--- config.mk ---
export PLATFORM = sky130hd
export DESIGN_NAME = sar_conv_ctrl
export DESIGN_NICKNAME = d
export VERILOG_FILES = /design/src/rtl/sar_conv_ctrl.sv
export SDC_FILE = /design/constraint.sdc
export NUM_CORES = 1
export LEC_CHECK = 0
export CAP_MARGIN = 10
export CORE_ASPECT_RATIO = 0.5
export CORE_MARGIN = 2
export CORE_UTILIZATION = 45
export DETAILED_ROUTE_END_ITERATION = 10
export PLACE_DENSITY_LB_ADDON = 0.12
export RECOVER_POWER = 50
export SLEW_MARGIN = 10
export SYNTH_ARGS = -nofsm -noshare
export SYNTH_HDL_FRONTEND = slang
export SYNTH_SLANG_ARGS = --single-unit
export TNS_END_PERCENT = 50
--- constraint.sdc ---
create_clock -name clk -period 4.96 [get_ports clk]
set_input_delay 0.992 -clock clk [delete_from_list [all_inputs] [get_ports clk]]
set_output_delay 0.992 -clock clk [all_outputs]
set_load 0.02 [all_outputs]
--- src/rtl/sar_conv_ctrl.sv ---
module sar_conv_ctrl #(
  parameter int DATA_W      = 12,
  parameter int PRE_CYC     = 2,
  parameter int POST_CYC    = 1,   // must be at least 1
  parameter int SYNC_STAGES = 2
) (
  input  logic              clk,
  input  logic              rst_n,
  input  logic              conv_start,
  input  logic              cs_n,
  input  logic              rd_n,
  input  logic              pwr_ok,
  input  logic              cmp_in,
  output logic [DATA_W-1:0] dac_code,
  output logic              hold,
  output logic              busy_n,
  output logic [DATA_W-1:0] db_out,
  output logic              db_oe
);

  localparam int FRAME   = PRE_CYC + 2*DATA_W + POST_CYC;
  localparam int CNT_W   = $clog2(FRAME + 1);
  localparam int BIT_END = PRE_CYC + 2*DATA_W;

  typedef enum logic [1:0] {S_IDLE, S_CONV, S_PDOWN} state_t;

  state_t              state;
  logic [SYNC_STAGES:0] sync_q;
  logic [CNT_W-1:0]    cnt;
  logic [DATA_W-1:0]   sar;
  logic [DATA_W-1:0]   result;
  logic                dummy;

  wire start_rise = sync_q[SYNC_STAGES-1] & ~sync_q[SYNC_STAGES];
  wire converting = (state == S_CONV);
  wire in_bits    = converting && (cnt >= CNT_W'(PRE_CYC)) && (cnt < CNT_W'(BIT_END));

  logic [CNT_W-1:0]  offs;
  logic [DATA_W-1:0] trial;
  assign offs  = cnt - CNT_W'(PRE_CYC);
  assign trial = {{(DATA_W-1){1'b0}}, 1'b1} << (DATA_W - 1 - int'(offs >> 1));

  wire decide = in_bits && offs[0];

  always_ff @(posedge clk or negedge rst_n) begin
    if (!rst_n) begin
      sync_q <= '0;
      state  <= S_IDLE;
      cnt    <= '0;
      sar    <= '0;
      result <= '0;
      dummy  <= 1'b0;
    end else begin
      sync_q <= {sync_q[SYNC_STAGES-1:0], conv_start};
      case (state)
        S_IDLE: begin
          if (!pwr_ok && rd_n) begin
            state  <= S_PDOWN;
            result <= '0;
            dummy  <= 1'b1;
          end else if (start_rise) begin
            state <= S_CONV;
            cnt   <= '0;
            sar   <= '0;
          end
        end
        S_CONV: begin
          cnt <= cnt + 1'b1;
          if (decide && cmp_in) sar <= sar | trial;
          if (cnt == CNT_W'(FRAME - 1)) begin
            state <= S_IDLE;
            if (!dummy) result <= sar;
            dummy <= 1'b0;
          end
        end
        S_PDOWN: begin
          if (pwr_ok) state <= S_IDLE;
        end
        default: state <= S_IDLE;
      endcase
    end
  end

  assign dac_code = in_bits ? (sar | trial) : (converting ? sar : '0);
  assign hold     = converting;
  assign busy_n   = ~converting;
  assign db_oe    = (state == S_IDLE) && !cs_n && !rd_n;
  assign db_out   = db_oe ? result : '0;

  logic [CNT_W-1:0] low_len;
  always_ff @(posedge clk or negedge rst_n) begin
    if (!rst_n)      low_len <= '0;
    else if (busy_n) low_len <= '0;
    else             low_len <= low_len + 1'b1;
  end

  p_frame_len_r2: assert property (@(posedge clk) disable iff (!rst_n)
    $rose(busy_n) |-> (low_len == CNT_W'(FRAME)));

  p_start_from_sync_r1: assert property (@(posedge clk) disable iff (!rst_n)
    $fell(busy_n) |-> $past(sync_q[SYNC_STAGES-1]));

  p_no_drive_busy_r5: assert property (@(posedge clk) disable iff (!rst_n)
    !busy_n |-> !db_oe);

  p_oe_strobes_r5: assert property (@(posedge clk) disable iff (!rst_n)
    db_oe |-> (!cs_n && !rd_n));

  p_result_steady_r6: assert property (@(posedge clk) disable iff (!rst_n)
    (busy_n && $past(busy_n) && db_oe && $past(db_oe)) |-> $stable(db_out));

  p_pdown_quiet_r7: assert property (@(posedge clk) disable iff (!rst_n)
    (state == S_PDOWN) |-> (busy_n && !db_oe));

endmodule

==> run_results.csv, run 1 <==
group,metric,value,unit
status,status,"finished with violations",
status,violations,"capacitance limit, slew limit",
cts,cts_root_buffer,"clkbuf_8",
pwr,p_switching,0.564,mW
critical_path,path_class,"flip-flop to output pin",
critical_path,r2r-start,"cnt[1]",
floorplan,pin_count,34,
timing,finalSetupViolations,0,
critical_path,r2r-end,"sar[6]",
yosys,synth-async-reset-ratio,100,%
yosys,synthSimpleGateAreaFrac,24.4,%
timing,fmax,230,MHz
floorplan,initial_utilization,47.9,%
yosys,synth_area_leader_cell,"dfrtp_1",
timing,finalMaxSlewViolations,36,
yosys,synth-edff-count,0,
critical_path,crit_end,"dac_code[6]",
pwr,power.density,557,mW/mm²
critical_path,start_kind,"flip-flop",
cells_and_area,nets,238,
cts,cts_setup_buffers,0,
critical_path,rrSetupSlack,2.42,ns
timing,period_needed,4.34,ns
critical_path,cp-end-kind,"output pin",
detailed_routing,drt-total-wl,3.85,mm
yosys,yosys-top-cells-area,"dfrtp_1 (46%), nand2_1 (5.5%), a22o_1 (4.6%)",
cells_and_area,area_growth,23.3,%
cells_and_area,final_cell_mix,"dfrtp_1 (35), clkdlybuf4s50_1 (30), nand2_1 (28), nor2_1 (18), o21ai_0 (16)",
cells_and_area,diodes,0,
floorplan,coreArea,0.00400,mm²
pwr,clock_power_share,17.1,%
critical_path,cpMaxStageDelayCell,"dfrtp_1",
job,cap_violations,1,
critical_path,cp_common_cell,"ha_1",
timing,period_share,87.6,%
yosys,synth_top_family_by_area,"simple AND/OR/NAND/NOR gates",
pwr,p_int,0.752,mW
yosys,syn_area_per_cell,9.93,µm²
timing,finClkSkew,0.00477,ns
yosys,synthAdderAreaFrac,3.92,%
cells_and_area,drive_gt1_share,11.5,%
critical_path,cp_max_fo,11,
pwr,ir_drop,0.000243,V
yosys,synth_compound_area_share,18.1,%
yosys,seq_area_frac_synth,45.7,%
detailed_routing,via_count,1484,
global_routing,grt_first_pass_wirelength,6.71,mm
timing,worst_slew_pin_slew,1.86,ns
cells_and_area,instances_no_fill,280,
cts,cts_buffers,5,
pwr,p_comb_share,51.0,%
yosys,yosysUniqueCellTypes,44,
yosys,synth_seq_cells,35,
global_routing,grt_max_degree,36,
floorplan,row_count,16,
cts,htreeDepth,2,
detailed_routing,remaining_drc_errors,0,
floorplan,die_w,96.3,µm
global_routing,grt_pass1_vias,1372,
placement,place_congestion,0.830,
detailed_routing,viasPerCell,5.30,
critical_path,critPathArrivalTime,3.35,ns
yosys,ys.flop_type,"dfrtp_1",
yosys,synthDominantCellAreaShare,45.7,%
cts,cts_buffer_depth,2,
cts,holdBufCountCts,0,
floorplan,dieArea,0.00483,mm²
pwr,power_leakage,0.997,nW
detailed_routing,drtPass1Iterations,4,
yosys,ys_warn_count,0,
cts,cts.sinks,35,
timing,slew_headroom,-23.8,%
pwr,switching_share,42.8,%
floorplan,die_h,50.2,µm
critical_path,cp.required,3.97,ns
timing,rsz0062_at_grt,"no",
timing,tns,0,ns
critical_path,cp-startpoint,"cnt[1]",
cts,cts_resized,0,
critical_path,crit_buf_inv,3,
yosys,synthXorXnorAreaFrac,1.89,%
global_routing,overflow,0,
yosys,syn_nets,206,
yosys,synthCells,193,
yosys,synthMuxAreaShare,0.587,%
critical_path,max_stage_delay,0.61,ns
global_routing,gr-usage-all-layers,18.3,%
placement,hpwl,2.82,mm
critical_path,cp_top_family,"buffers and inverters",
placement,placed_cells,272,
pwr,seqPwrFrac,31.9,%
cts,cts_tree,"yes",
cts,clk_latency,0.28,ns
timing,finalHoldViolations,0,
global_routing,antenna_found_initial,0,
cts,clkTransAtPathRegs,0.07,ns
critical_path,cp.depth,9,
cells_and_area,layout_commonest_cell,"dfrtp_1",
detailed_routing,ant_nets,0,
critical_path,reg2regPathDepth,7,
yosys,syn_area,0.00192,mm²
placement,io_buffers,33,
critical_path,worstPathCellList,"inv_1, ha_1, xnor2_4, inv_2, ha_1, nor4b_2, a21oi_1, nor2_1, clkdlybuf4s50_1",
min_path,min_path_type,"flip-flop to flip-flop",
detailed_routing,wl_per_cell,13.8,µm
cells_and_area,nFillCells,361,
detailed_routing,drtIter0Drc,42,
-- cells in the mapped netlist, drive strengths merged (2+ instances only) --
library cell,count
inv,8
nor3b,2
nand2,28
ha,6
nor4,3
buf,7
nor2,19
nand3,2
dfrtp,35
and2,12
a22o,10
nor4b,2
o21ai,16
nor3,6
a32o,4
clkbuf,3
a211oi,3
a21oi,14
o2bb2ai,2
-- worst min-delay path by stage --
stage	cells past startpoint	slack, ns	end	from
2_1_floorplan	0	0.33	sync_q[1]	sync_q[0]
3_3_place_gp	0	0.33	sync_q[1]	sync_q[0]
3_5_place_dp	0	0.34	sync_q[1]	sync_q[0]
4_1_cts	0	0.35	sync_q[1]	sync_q[0]
5_1_grt	0	0.37	sync_q[1]	sync_q[0]
6_report	0	0.35	sync_q[1]	sync_q[0]
-- logic make-up (layout without fill, tap and decap cells) --
family                   after synthesis  after routing
AO/OA/AOI/OAI                         50             50
AND/OR/NAND/NOR                       80             80
multiplexers                           1              1
XOR/XNOR                               2              2
buffers and inverters                 19             52
adder cells (fa/ha/maj)                6              6
flip-flops                            35             35
-- power by group through the flow --
| stage | logic [mW] | clock network (mW) | registers, mW |
|---|---|---|---|
| floorplan | 0.536 | 0 | 0.385 |
| global placement | 0.656 | 0 | 0.421 |
| detailed placement | 0.670 | 0 | 0.425 |
| CTS | 0.675 | 0.229 | 0.419 |
| global route | 0.738 | 0.242 | 0.429 |
| finish | 0.671 | 0.224 | 0.420 |
-- flip-flops by register name, summed over array words and instances, names as in the netlist --
| signal | count |
|---|---|
| result | 12 |
| sar | 12 |
| cnt | 5 |
| sync_q | 3 |
| state | 2 |
| dummy | 1 |
-- cell type report --
cell class / instances / area (µm²) / share of cell area [%]
multi-input cells: 139 / 938 / 39.7
flip-flops and latches: 35 / 876 / 37.1
repair buffers: 35 / 342 / 14.5
clock buffers: 8 / 100 / 4.24
well taps: 54 / 67.6 / 2.86
inverters: 9 / 40.0 / 1.69
-- per-layer routing --
| layer | global-route usage [%] | vias up | wire, µm |
|---|---|---|---|
| met5 | 0 | - | 0 |
| met4 | 3.52 | 0 | 13 |
| met3 | 5.56 | 4 | 204 |
| met2 | 26.5 | 36 | 1670 |
| met1 | 27.2 | 710 | 1970 |
| li1 | - | 734 | - |
-- through the flow --
stage	hold slack, ns	total power [mW]	cell area (µm²)	util, %	worst slack, ns
global placement	0.333	1.08	2270	56.6	1.03
CTS	0.352	1.32	2370	59.1	0.610
detailed placement	0.337	1.10	2270	56.6	0.933
finish	0.350	1.32	2360	59.0	0.617
floorplan	0.331	0.922	1920	-	1.60
global route	0.366	1.41	2360	59.0	0.294
(Power assumes the default switching activity.)
==> run 2: changes to the inputs <==
- DONT_BUFFER_PORTS: not set -> 1
- clock period: 4.96 -> 5.3 ns (I/O delays scaled with it)
==> run_results.csv, run 2 (synthesized netlist as in run 1, its figures left out) <==
group,metric,value,unit
pwr,clock_power_share,16.8,%
detailed_routing,via_count,1368,
pwr,seqPwrFrac,34.9,%
cts,clk_latency,0.28,ns
cts,cts_buffers,5,
timing,period_needed,4.00,ns
global_routing,overflow,0,
cells_and_area,reg_top3,"result x12, sar x12, cnt x5",
cells_and_area,utilization,49.8,%
detailed_routing,drtIter0Drc,47,
cts,cts_root_buffer,"clkbuf_8",
global_routing,grt_first_pass_wirelength,6.42,mm
floorplan,pin_count,34,
detailed_routing,remaining_drc_errors,0,
critical_path,reg2regPathDepth,5,
timing,fmax,250,MHz
pwr,power.density,564,mW/mm²
critical_path,rrSetupSlack,1.83,ns
floorplan,row_count,16,
global_routing,grt_max_degree,36,
timing,worst_slew_pin_slew,2.04,ns
placement,io_buffers,0,
cts,cts_setup_buffers,0,
placement,hpwl,2.81,mm
detailed_routing,highest_layer,"met4",
critical_path,r2r-end,"result[0]",
timing,period_share,75.5,%
cts,clkTransAtPathRegs,0.07,ns
critical_path,worstPathCellList,"inv_1, ha_1, xnor2_4, inv_2, ha_1, nand3b_1, nor2_1, a21oi_1, nor2_1",
timing,slew_headroom,-37.1,%
detailed_routing,wl_per_cell,16.0,µm
critical_path,r2r-start,"state[0]",
critical_path,critPathArrivalTime,2.94,ns
critical_path,cp-end-kind,"output pin",
cts,holdBufCountCts,0,
min_path,worstHoldPathCells,0,
critical_path,cp.required,4.24,ns
detailed_routing,ant_nets,0,
timing,finClkSkew,0.00800,ns
timing,finalSetupViolations,0,
pwr,p_switching,0.514,mW
status,status,"finished with violations",
pwr,switching_share,45.8,%
floorplan,die_w,96.3,µm
critical_path,cpMaxStageDelayCell,"dfrtp_1",
timing,rsz0062_at_grt,"no",
timing,finalHoldViolations,0,
floorplan,initial_utilization,47.9,%
detailed_routing,dr_wl_met3,192,µm
floorplan,coreArea,0.00400,mm²
cells_and_area,drive_gt1_share,12.5,%
cells_and_area,final_cell_mix,"dfrtp_1 (35), nand2_1 (28), nor2_1 (19), o21ai_0 (16), a21oi_1 (14)",
timing,tns,0,ns
detailed_routing,wl_met1,1.99,mm
critical_path,cp_max_fo,11,
cells_and_area,diodes,0,
timing,finalMaxSlewViolations,25,
global_routing,grt_pass1_vias,1322,
detailed_routing,drt-total-wl,3.94,mm
critical_path,start_kind,"flip-flop",
min_path,min_path_type,"flip-flop to flip-flop",
min_path,min_to,"sync_q[1]",
floorplan,dieArea,0.00483,mm²
status,violations,"capacitance limit, slew limit",
cells_and_area,area_growth,3.98,%
job,cap_violations,1,
pwr,power_leakage,0.854,nW
cts,cts_tree,"yes",
cts,htreeDepth,2,
cts,cts.sinks,35,
pwr,ir_drop,0.000188,V
pwr,p_int,0.609,mW
pwr,p_comb_share,48.3,%
global_routing,gr-usage-all-layers,17.6,%
critical_path,path_class,"flip-flop to output pin",
floorplan,die_h,50.2,µm
min_path,worstHoldStart,"sync_q[0]",
detailed_routing,route.met2.wl,1.74,mm
critical_path,max_stage_delay,0.61,ns
detailed_routing,drtPass1Iterations,4,
placement,place_congestion,0.770,
cts,cts_buffer_depth,2,
detailed_routing,viasPerCell,5.56,
cells_and_area,nFillCells,392,
cells_and_area,nets,204,
cts,cts_resized,0,
cells_and_area,layout_commonest_cell,"dfrtp_1",
global_routing,antenna_found_initial,0,
run 2: per-layer routing:
| layer | track usage, % | up-vias |
|---|---|---|
| met4 | 4.23 | 0 |
| met1 | 24.8 | 669 |
| met2 | 26.3 | 30 |
| li1 | - | 667 |
| met3 | 5.71 | 2 |
| met5 | 0 | - |
run 2: power by group through the flow:
stage / logic, mW / clock network, mW / registers (mW)
after floorplan: 0.502 / 0 / 0.361
after global placement: 0.539 / 0 / 0.395
after detailed placement: 0.554 / 0 / 0.399
after CTS: 0.557 / 0.193 / 0.394
after global routing: 0.595 / 0.208 / 0.403
final: 0.543 / 0.188 / 0.392
run 2: worst max-delay path by stage:
stage	from	end	slack (ns)	cells past startpoint
after global routing	cnt[1]	dac_code[8]	1.07	8
after CTS	cnt[1]	dac_code[3]	1.28	9
after floorplan	cnt[1]	dac_code[6]	1.87	8
after global placement	cnt[1]	dac_code[6]	1.69	8
final	cnt[1]	dac_code[3]	1.30	9
after detailed placement	cnt[1]	dac_code[3]	1.60	9
run 2: cell type report:
class / instances / area [µm²] / area share, %
Multi-Input combinational cell: 139 / 917 / 46.0
Sequential cell: 35 / 876 / 43.9
Timing Repair Buffer: 1 / 7.51 / 0.377
Tap cell: 54 / 67.6 / 3.39
Clock buffer: 6 / 72.6 / 3.64
Clock inverter: 2 / 12.5 / 0.628
Inverter: 9 / 40.0 / 2.01
run 2: per-stage QoR:
stage | cells | setup WS [ns] | hold WS, ns | instance area [µm²] | power, mW
3_5_place_dp | 238 | 1.60 | 0.340 | 1940 | 0.954
3_3_place_gp | 238 | 1.69 | 0.334 | 1940 | 0.935
5_1_grt | 246 | 1.07 | 0.360 | 1990 | 1.21
2_1_floorplan | 193 | 1.87 | 0.331 | 1920 | 0.863
4_1_cts | 246 | 1.28 | 0.356 | 2020 | 1.14
6_report | 246 | 1.30 | 0.353 | 1990 | 1.12
run 2: worst max-delay path, delay by kind of cell, from the launching register on:
kind / cells / cell delay (ns)
AOI/OAI and AO/OA: 1 / 0.11
buffers and inverters: 2 / 0.28
adders and majority gates: 2 / 0.72
xor gates and xnor gates: 1 / 0.20
DFF: 1 / 0.61
and+or+nand+nor: 3 / 0.74
